==> src/rtl/bundlePkg.sv <==
package bundlePkg;
  localparam int WORD_W    = 64;
  localparam int NUM_SLOTS = 5;
  localparam int MAX_OPS   = NUM_SLOTS;
  localparam int MAX_LITS  = 2;
  localparam int SLOT_W    = 3;
  localparam int LITC_W    = 2;
  localparam int LAST_BIT  = 63;
  localparam int LITC_LO   = 61;
  localparam int SLOT_LO   = 58;
  localparam int CTL_W     = WORD_W - SLOT_LO;
  localparam int OPC_W     = $clog2(MAX_OPS + 1);
  localparam int LIT_IDX_W = (MAX_LITS > 1) ? $clog2(MAX_LITS) : 1;

  typedef enum logic {ST_OPS, ST_LITS} parseStateT;

  typedef struct packed {
    logic                 opWe;
    logic [SLOT_W-1:0]    opSel;
    logic                 litWe;
    logic [LIT_IDX_W-1:0] litSel;
    logic                 loadOut;
    logic                 clearAsm;
    logic [NUM_SLOTS-1:0] outMask;
  } strobeT;
endpackage

==> src/rtl/bundleCtrl.sv <==
module bundleCtrl
  import bundlePkg::*;
(
  input  logic             clk,
  input  logic             rstN,
  input  logic             inValid,
  input  logic [CTL_W-1:0] ctlBits,
  input  logic             outValid,
  input  logic             outReady,
  output logic             inReady,
  output strobeT           strb,
  output logic             errEncoding,
  output logic             errConflict,
  output logic             errOverflow
);
  localparam int LAST_OFF = LAST_BIT - SLOT_LO;
  localparam int LITC_OFF = LITC_LO - SLOT_LO;

  parseStateT           state, stateN;
  logic [OPC_W-1:0]     opCount, opCountN;
  logic [NUM_SLOTS-1:0] usedMask, usedMaskN;
  logic                 bad, badN;
  logic [LITC_W-1:0]    litLeft, litLeftN;
  logic [LIT_IDX_W-1:0] litIdx, litIdxN;
  logic                 encN, cnfN, ovfN;

  logic                 accept, isLast, slotBad, litBad, dup, full;
  logic [LITC_W-1:0]    litCnt;
  logic [SLOT_W-1:0]    slotCode;
  logic [NUM_SLOTS-1:0] slotHot;

  assign inReady  = !outValid || outReady;
  assign accept   = inValid && inReady;
  assign isLast   = ctlBits[LAST_OFF];
  assign litCnt   = ctlBits[LITC_OFF +: LITC_W];
  assign slotCode = ctlBits[0 +: SLOT_W];
  assign slotBad  = slotCode >= SLOT_W'(NUM_SLOTS);
  assign litBad   = isLast && (litCnt > LITC_W'(MAX_LITS));
  assign slotHot  = slotBad ? '0 : (NUM_SLOTS'(1) << slotCode);
  assign dup      = |(usedMask & slotHot);
  assign full     = opCount == OPC_W'(MAX_OPS);

  always_comb begin
    stateN    = state;
    opCountN  = opCount;
    usedMaskN = usedMask;
    badN      = bad;
    litLeftN  = litLeft;
    litIdxN   = litIdx;
    encN      = 1'b0;
    cnfN      = 1'b0;
    ovfN      = 1'b0;
    strb      = '0;
    if (accept) begin
      if (state == ST_OPS) begin
        if (full) begin
          ovfN          = 1'b1;
          strb.clearAsm = 1'b1;
          opCountN      = '0;
          usedMaskN     = '0;
          badN          = 1'b0;
        end else begin
          encN = slotBad || litBad;
          cnfN = !encN && dup;
          if (!slotBad && !dup) begin
            strb.opWe  = 1'b1;
            strb.opSel = slotCode;
            usedMaskN  = usedMask | slotHot;
          end
          badN = bad || slotBad || litBad || dup;
          if (isLast) begin
            if (litCnt == '0 || litBad) begin
              strb.loadOut  = !badN;
              strb.outMask  = usedMaskN;
              strb.clearAsm = 1'b1;
              opCountN      = '0;
              usedMaskN     = '0;
              badN          = 1'b0;
            end else begin
              stateN   = ST_LITS;
              litLeftN = litCnt;
              litIdxN  = '0;
            end
          end else begin
            opCountN = opCount + OPC_W'(1);
          end
        end
      end else begin
        strb.litWe  = 1'b1;
        strb.litSel = litIdx;
        if (litLeft == LITC_W'(1)) begin
          strb.loadOut  = !bad;
          strb.outMask  = usedMask;
          strb.clearAsm = 1'b1;
          stateN        = ST_OPS;
          opCountN      = '0;
          usedMaskN     = '0;
          badN          = 1'b0;
          litLeftN      = '0;
          litIdxN       = '0;
        end else begin
          litLeftN = litLeft - LITC_W'(1);
          litIdxN  = litIdx + LIT_IDX_W'(1);
        end
      end
    end
  end

  always_ff @(posedge clk) begin
    if (!rstN) begin
      state       <= ST_OPS;
      opCount     <= '0;
      usedMask    <= '0;
      bad         <= 1'b0;
      litLeft     <= '0;
      litIdx      <= '0;
      errEncoding <= 1'b0;
      errConflict <= 1'b0;
      errOverflow <= 1'b0;
    end else begin
      state       <= stateN;
      opCount     <= opCountN;
      usedMask    <= usedMaskN;
      bad         <= badN;
      litLeft     <= litLeftN;
      litIdx      <= litIdxN;
      errEncoding <= encN;
      errConflict <= cnfN;
      errOverflow <= ovfN;
    end
  end

  // after an overflow the parser sits at the start of a fresh bundle
  a_r8_resync: assert property (@(posedge clk) disable iff (!rstN)
    errOverflow |-> (state == ST_OPS && opCount == '0 && usedMask == '0));
  // never more than one error flag per word
  a_r9_one_flag: assert property (@(posedge clk) disable iff (!rstN)
    $onehot0({errEncoding, errConflict, errOverflow}));
  // operation count stays within the slot budget
  a_r8_count_bound: assert property (@(posedge clk) disable iff (!rstN)
    opCount <= OPC_W'(MAX_OPS));
  // a waiting bundle is never overwritten
  a_r5_no_overwrite: assert property (@(posedge clk) disable iff (!rstN)
    (outValid && !outReady) |-> !strb.loadOut);
endmodule

==> src/rtl/bundleData.sv <==
module bundleData
  import bundlePkg::*;
(
  input  logic                          clk,
  input  logic                          rstN,
  input  logic [WORD_W-1:0]             inWord,
  input  strobeT                        strb,
  input  logic                          outReady,
  output logic                          outValid,
  output logic [NUM_SLOTS-1:0]          outMask,
  output logic [NUM_SLOTS*WORD_W-1:0]   outOps,
  output logic [MAX_LITS*WORD_W-1:0]    outLits
);
  logic [WORD_W-1:0] asmOps  [NUM_SLOTS];
  logic [WORD_W-1:0] opsNext [NUM_SLOTS];
  logic [WORD_W-1:0] asmLits [MAX_LITS];
  logic [WORD_W-1:0] litsNext[MAX_LITS];

  for (genvar g = 0; g < NUM_SLOTS; g++) begin : g_slot
    assign opsNext[g] = (strb.opWe && strb.opSel == SLOT_W'(g)) ? inWord : asmOps[g];
    always_ff @(posedge clk) begin
      if (!rstN) begin
        asmOps[g]               <= '0;
        outOps[g*WORD_W +: WORD_W] <= '0;
      end else begin
        asmOps[g] <= strb.clearAsm ? '0 : opsNext[g];
        if (strb.loadOut) outOps[g*WORD_W +: WORD_W] <= opsNext[g];
      end
    end
    // an unused slot reads as zero
    a_r2_unused_zero: assert property (@(posedge clk) disable iff (!rstN)
      (outValid && !outMask[g]) |-> (outOps[g*WORD_W +: WORD_W] == '0));
  end

  for (genvar l = 0; l < MAX_LITS; l++) begin : g_lit
    assign litsNext[l] = (strb.litWe && strb.litSel == LIT_IDX_W'(l)) ? inWord : asmLits[l];
    always_ff @(posedge clk) begin
      if (!rstN) begin
        asmLits[l]                  <= '0;
        outLits[l*WORD_W +: WORD_W] <= '0;
      end else begin
        asmLits[l] <= strb.clearAsm ? '0 : litsNext[l];
        if (strb.loadOut) outLits[l*WORD_W +: WORD_W] <= litsNext[l];
      end
    end
  end

  always_ff @(posedge clk) begin
    if (!rstN) begin
      outValid <= 1'b0;
      outMask  <= '0;
    end else begin
      if (strb.loadOut) begin
        outValid <= 1'b1;
        outMask  <= strb.outMask;
      end else if (outReady) begin
        outValid <= 1'b0;
      end
    end
  end

  // a held bundle does not change
  a_r5_hold_stable: assert property (@(posedge clk) disable iff (!rstN)
    (outValid && !outReady) |=> (outValid && $stable(outMask) && $stable(outOps) && $stable(outLits)));
  // every emitted bundle carries at least one operation
  a_r10_mask_nonzero: assert property (@(posedge clk) disable iff (!rstN)
    outValid |-> (outMask != '0));
endmodule

==> src/rtl/vliwBundleParser.sv <==
module vliwBundleParser
  import bundlePkg::*;
(
  input  logic                        clk,
  input  logic                        rstN,
  input  logic                        inValid,
  output logic                        inReady,
  input  logic [63:0]                 inWord,
  output logic                        outValid,
  input  logic                        outReady,
  output logic [4:0]                  outMask,
  output logic [319:0]                outOps,
  output logic [127:0]                outLits,
  output logic                        errEncoding,
  output logic                        errConflict,
  output logic                        errOverflow
);
  strobeT strb;

  bundleCtrl ctrl_i (
    .clk        (clk),
    .rstN       (rstN),
    .inValid    (inValid),
    .ctlBits    (inWord[WORD_W-1:SLOT_LO]),
    .outValid   (outValid),
    .outReady   (outReady),
    .inReady    (inReady),
    .strb       (strb),
    .errEncoding(errEncoding),
    .errConflict(errConflict),
    .errOverflow(errOverflow)
  );

  bundleData data_i (
    .clk     (clk),
    .rstN    (rstN),
    .inWord  (inWord),
    .strb    (strb),
    .outReady(outReady),
    .outValid(outValid),
    .outMask (outMask),
    .outOps  (outOps),
    .outLits (outLits)
  );
endmodule

==> config.mk <==
export PLATFORM = sky130hd
export DESIGN_NAME = vliwBundleParser
export DESIGN_NICKNAME = d
export VERILOG_FILES = /design/src/rtl/bundlePkg.sv /design/src/rtl/bundleCtrl.sv /design/src/rtl/bundleData.sv /design/src/rtl/vliwBundleParser.sv
export SDC_FILE = /design/constraint.sdc
export NUM_CORES = 1
export LEC_CHECK = 0
export ABC_AREA = 1
export BUFFER_PORTS_ARGS = -buffer_cell sky130_fd_sc_hd__buf_2
export CAP_MARGIN = 25
export CORE_ASPECT_RATIO = 0.7
export CORE_MARGIN = 8
export CORE_UTILIZATION = 57
export DETAILED_ROUTE_END_ITERATION = 8
export PLACE_DENSITY = 0.77
export SETUP_SLACK_MARGIN = 0.15
export SYNTH_ARGS = -nofsm -noshare
export SYNTH_HDL_FRONTEND = slang
export SYNTH_SLANG_ARGS = --single-unit
==> constraint.sdc <==
create_clock -name clk -period 2.5 [get_ports clk]
set_clock_uncertainty 0.05 [all_clocks]
set_input_delay 0.25 -clock clk [delete_from_list [all_inputs] [get_ports clk]]
set_output_delay 0.25 -clock clk [all_outputs]
set_load 0.01 [all_outputs]
==> flow_summary_export.csv <==
group,metric,value,unit
cts,clock_path_buffers,3,
grt,grt_use_total,0.2800,
worst_setup_path,rrSetupSlack,280,ps
sta,tightestPinTransition,565.6,ps
synthesis,yosys_warnings,0,
worst_setup_path,crit_start,"inWord[62]",
sta,fin_tns_setup,0,ps
drt,vias_per_cell,5.103,
drt,drc,0,
synthesis,ys_seq_area_frac,0.5038,
worst_setup_path,worstPathArrival,2690,ps
finish,num-fill-cells,5308,
outcome,outcome,"finished, final reports clean",
run,maxCapViolations,0,
synthesis,synth_nets,5223,
grt,grt_remaining_overflow,0,
sta,min_period,2240,ps
worst_setup_path,crit_required,2950,ps
floorplan,die_w,318.4,µm
place,gp_congestion,0.8268,
finish,drive_above_1_share,0.1389,
worst_setup_path,crit_path_end_kind,"flip-flop",
synthesis,synth_cells,5152,
worst_setup_path,critPathKind,"primary input to flip-flop",
floorplan,dieArea,0.07248,mm²
drt,first_pass_iters,6,
floorplan,core,0.06320,mm²
sta,fin_crit_sh,0.8960,
finish,multi_input_area,0.01413,mm²
drt,wl_per_cell,16.77,µm
floorplan,start_util,0.5772,
synthesis,synth_area,0.03648,mm²
sta,slew_headroom,0.6229,
place,post-place-cells,6267,
floorplan,dieHeight,227.7,µm
finish,final_nets,5634,
sta,fmax,0.4464,GHz
cts,cts_buffers,83,
worst_setup_path,ff2ff_path_depth,11,
cts,cts-root-buf,"clkbuf_16",
floorplan,num_io_pins,526,
sta,rsz0062_at_grt,"no",
drt,drtIter0Drc,2829,
place,port_buffers,525,
worst_setup_path,worstReg2RegStart,"ctrl_i.opCount[1]",
min_path,hold_path_class,"primary input to flip-flop",
grt,grt_pass1_vias,30310,
grt,antenna_found_initial,4,
min_path,hold_depth,4,
worst_setup_path,cp_max_fo,28,
synthesis,ys_types,31,
worst_setup_path,worst_r2r_endpoint,"data_i.outOps[204]",
min_path,min_to,"data_i.asmLits[1][57]",
finish,layoutNonFillerInstCount,6452,
sta,setup_viol,0,
cts,cts_tree,"yes",
drt,wirelength,108200,µm
power_and_ir_drop,peakVddDrop,496.3,µV
grt,grt_pass1_wl,165700,µm
cts,htreeDepth,3,
cts,cts_sinks,918,
finish,area.growth.synth_to_final,18.51,%
power_and_ir_drop,p_per_area,719.4,mW/mm²
power_and_ir_drop,p_leak,21.85,nW
sta,slew_violations,0,
drt,antenna_left,0,
cts,path_clk_slew,60,ps
finish,register_area,0.01838,mm²
drt,num_vias,32920,
synthesis,syn_area_per_cell,7.081,µm²
floorplan,rows,77,
cts,insertion_delay,620,ps
synthesis,synth-seq-cells,918,
sta,finalHoldViolCount,0,
min_path,hold_start,"inWord[57]",
grt,grt_max_degree,128,
place,dp_hpwl,70970,µm
worst_setup_path,startpoint_type,"primary input",
-- worst max path at each step --
stage | to | slack [ps] | cells after the start
2_1_floorplan | data_i.outOps[287] | 480 | 13
3_3_place_gp | data_i.outOps[16] | 290 | 12
3_5_place_dp | data_i.outOps[16] | 240 | 12
4_1_cts | data_i.outOps[29] | 170 | 13
5_1_grt | data_i.asmOps[3][12] | 140 | 10
6_report | data_i.outOps[230] | 260 | 12
-- synth_stat cells --
cell | n | area [µm²]
buf_1 | 10 | 37.54
ha_1 | 3 | 37.54
clkbuf_1 | 169 | 634.4
or2_2 | 2 | 12.51
nand2_2 | 2 | 12.51
nand3_2 | 4 | 40.04
nor2_1 | 1176 | 4414
inv_1 | 655 | 2459
o2111a_1 | 2 | 22.52
o21ai_2 | 1 | 8.760
nand4_1 | 128 | 800.8
o21ai_0 | 292 | 1461
nor3_1 | 9 | 45.04
o211ai_1 | 1 | 7.510
o2111ai_1 | 1 | 8.760
and3_1 | 180 | 1126
o21a_1 | 129 | 968.4
nor4_1 | 1 | 6.260
dfxtp_1 | 918 | 18380
nor2_4 | 2 | 22.52
a21oi_1 | 23 | 115.1
nand2_1 | 1235 | 4636
nand3_1 | 8 | 40.04
nor2_2 | 1 | 6.260
inv_2 | 1 | 3.750
buf_6 | 16 | 180.2
buf_4 | 28 | 210.2
a211oi_1 | 2 | 15.01
nor3b_1 | 2 | 15.01
buf_2 | 121 | 605.6
o21ai_1 | 30 | 150.1
-- area by class of cell --
type                            count  area share
Inverter                          656     0.05695
Sequential cell                   918      0.4251
Antenna cell                        2   0.0001158
Clock inverter                     14    0.003154
Tap cell                          829     0.02399
Clock buffer                      129     0.05736
Timing Repair Buffer              670      0.1066
Multi-Input combinational cell   3234      0.3268
-- logic make-up (layout without fill, tap and decap cells) --
kind of cell,Yosys count,count (layout),synth area share
AOI/OAI and AO/OA,481,481,0.07559
other,0,2,0
adders and majority gates,3,3,0.001029
and+or+nand+nor,2750,2750,0.3064
DFF,918,918,0.5038
buffers and inverters,1000,1469,0.1132
-- layer usage --
layer	up-vias	part of all wire	GRT usage
li1	16460	-	-
met1	15030	0.42	0.3546
met2	1167	0.46	0.4678
met3	259	0.069	0.05262
met4	4	0.048	0.1265
met5	-	0.00020	0
-- layout by cell type, fill, tap and decap left out, types with 3 or more instances in the layout --
cell              n
buf_12           49
clkbuf_1         23
nor3_1            9
buf_4            49
dlygate4sd3_1    34
a21oi_1          22
inv_6             3
buf_6             4
nor2_4            5
inv_1           655
ha_1              3
o21a_1          129
nand3_4           7
o21ai_0         290
dfxtp_1         918
clkbuf_16        88
nor2_1         1172
buf_2           524
and3_1          180
nand2_1        1232
nand4_1         128
o21ai_1          32
nand3_1           4
clkinv_2          7
clkbuf_8         23
buf_16            4
-- report_power, final --
| part | leakage [nW] | switching, mW | internal [mW] |
|---|---|---|---|
| sequential | 7.43 | 0.261 | 15.1 |
| clock | 1.28 | 5.47 | 7.01 |
| combinational | 13.1 | 2.13 | 1.11 |
| total | 21.8 | 7.86 | 23.2 |
-- critical path, stage by stage --
cell and delay (ps):
dlygate4sd3_1 550, buf_2 160, o21ai_0 330, nand2_1 170
nor2_4 130, nand3_2 130, nand2_2 140, nand2_8 150
buf_16 230, buf_12 180, nor2_1 180, nor2_1 70
-- sequential cells by signal, summed over array words and instances, names as in the netlist, 2 cells and up --
register	flops
data_i.asmOps	320
data_i.outOps	320
data_i.asmLits	128
data_i.outLits	128
ctrl_i.usedMask	5
data_i.outMask	5
ctrl_i.opCount	3
ctrl_i.litLeft	2
-- through the flow --
stage / power [mW] / instance area, µm² / utilization / hold WS [ps] / setup WS (ps)
finish: 31.10 / 43230 / 0.6841 / 26.73 / 260.1
global route: 32.24 / 43230 / 0.6840 / 26.47 / 135.3
CTS: 31.20 / 43020 / 0.6807 / 4.620 / 172.1
detailed placement: 18.84 / 40070 / 0.6339 / 385.0 / 235.1
global placement: 18.77 / 40070 / 0.6339 / 381.7 / 285.1
floorplan: 17.62 / 36480 / - / 373.9 / 478.0
-- repair_timing --
action                                  in CTS  in global routing
hold buffers                                34                  0
setup buffers                                0                  1
endpoints found under the setup margin       0                213
endpoints found under the hold margin       93                  0
gates resized for setup                      0                 17
Power figures use the tool's default switching activity.
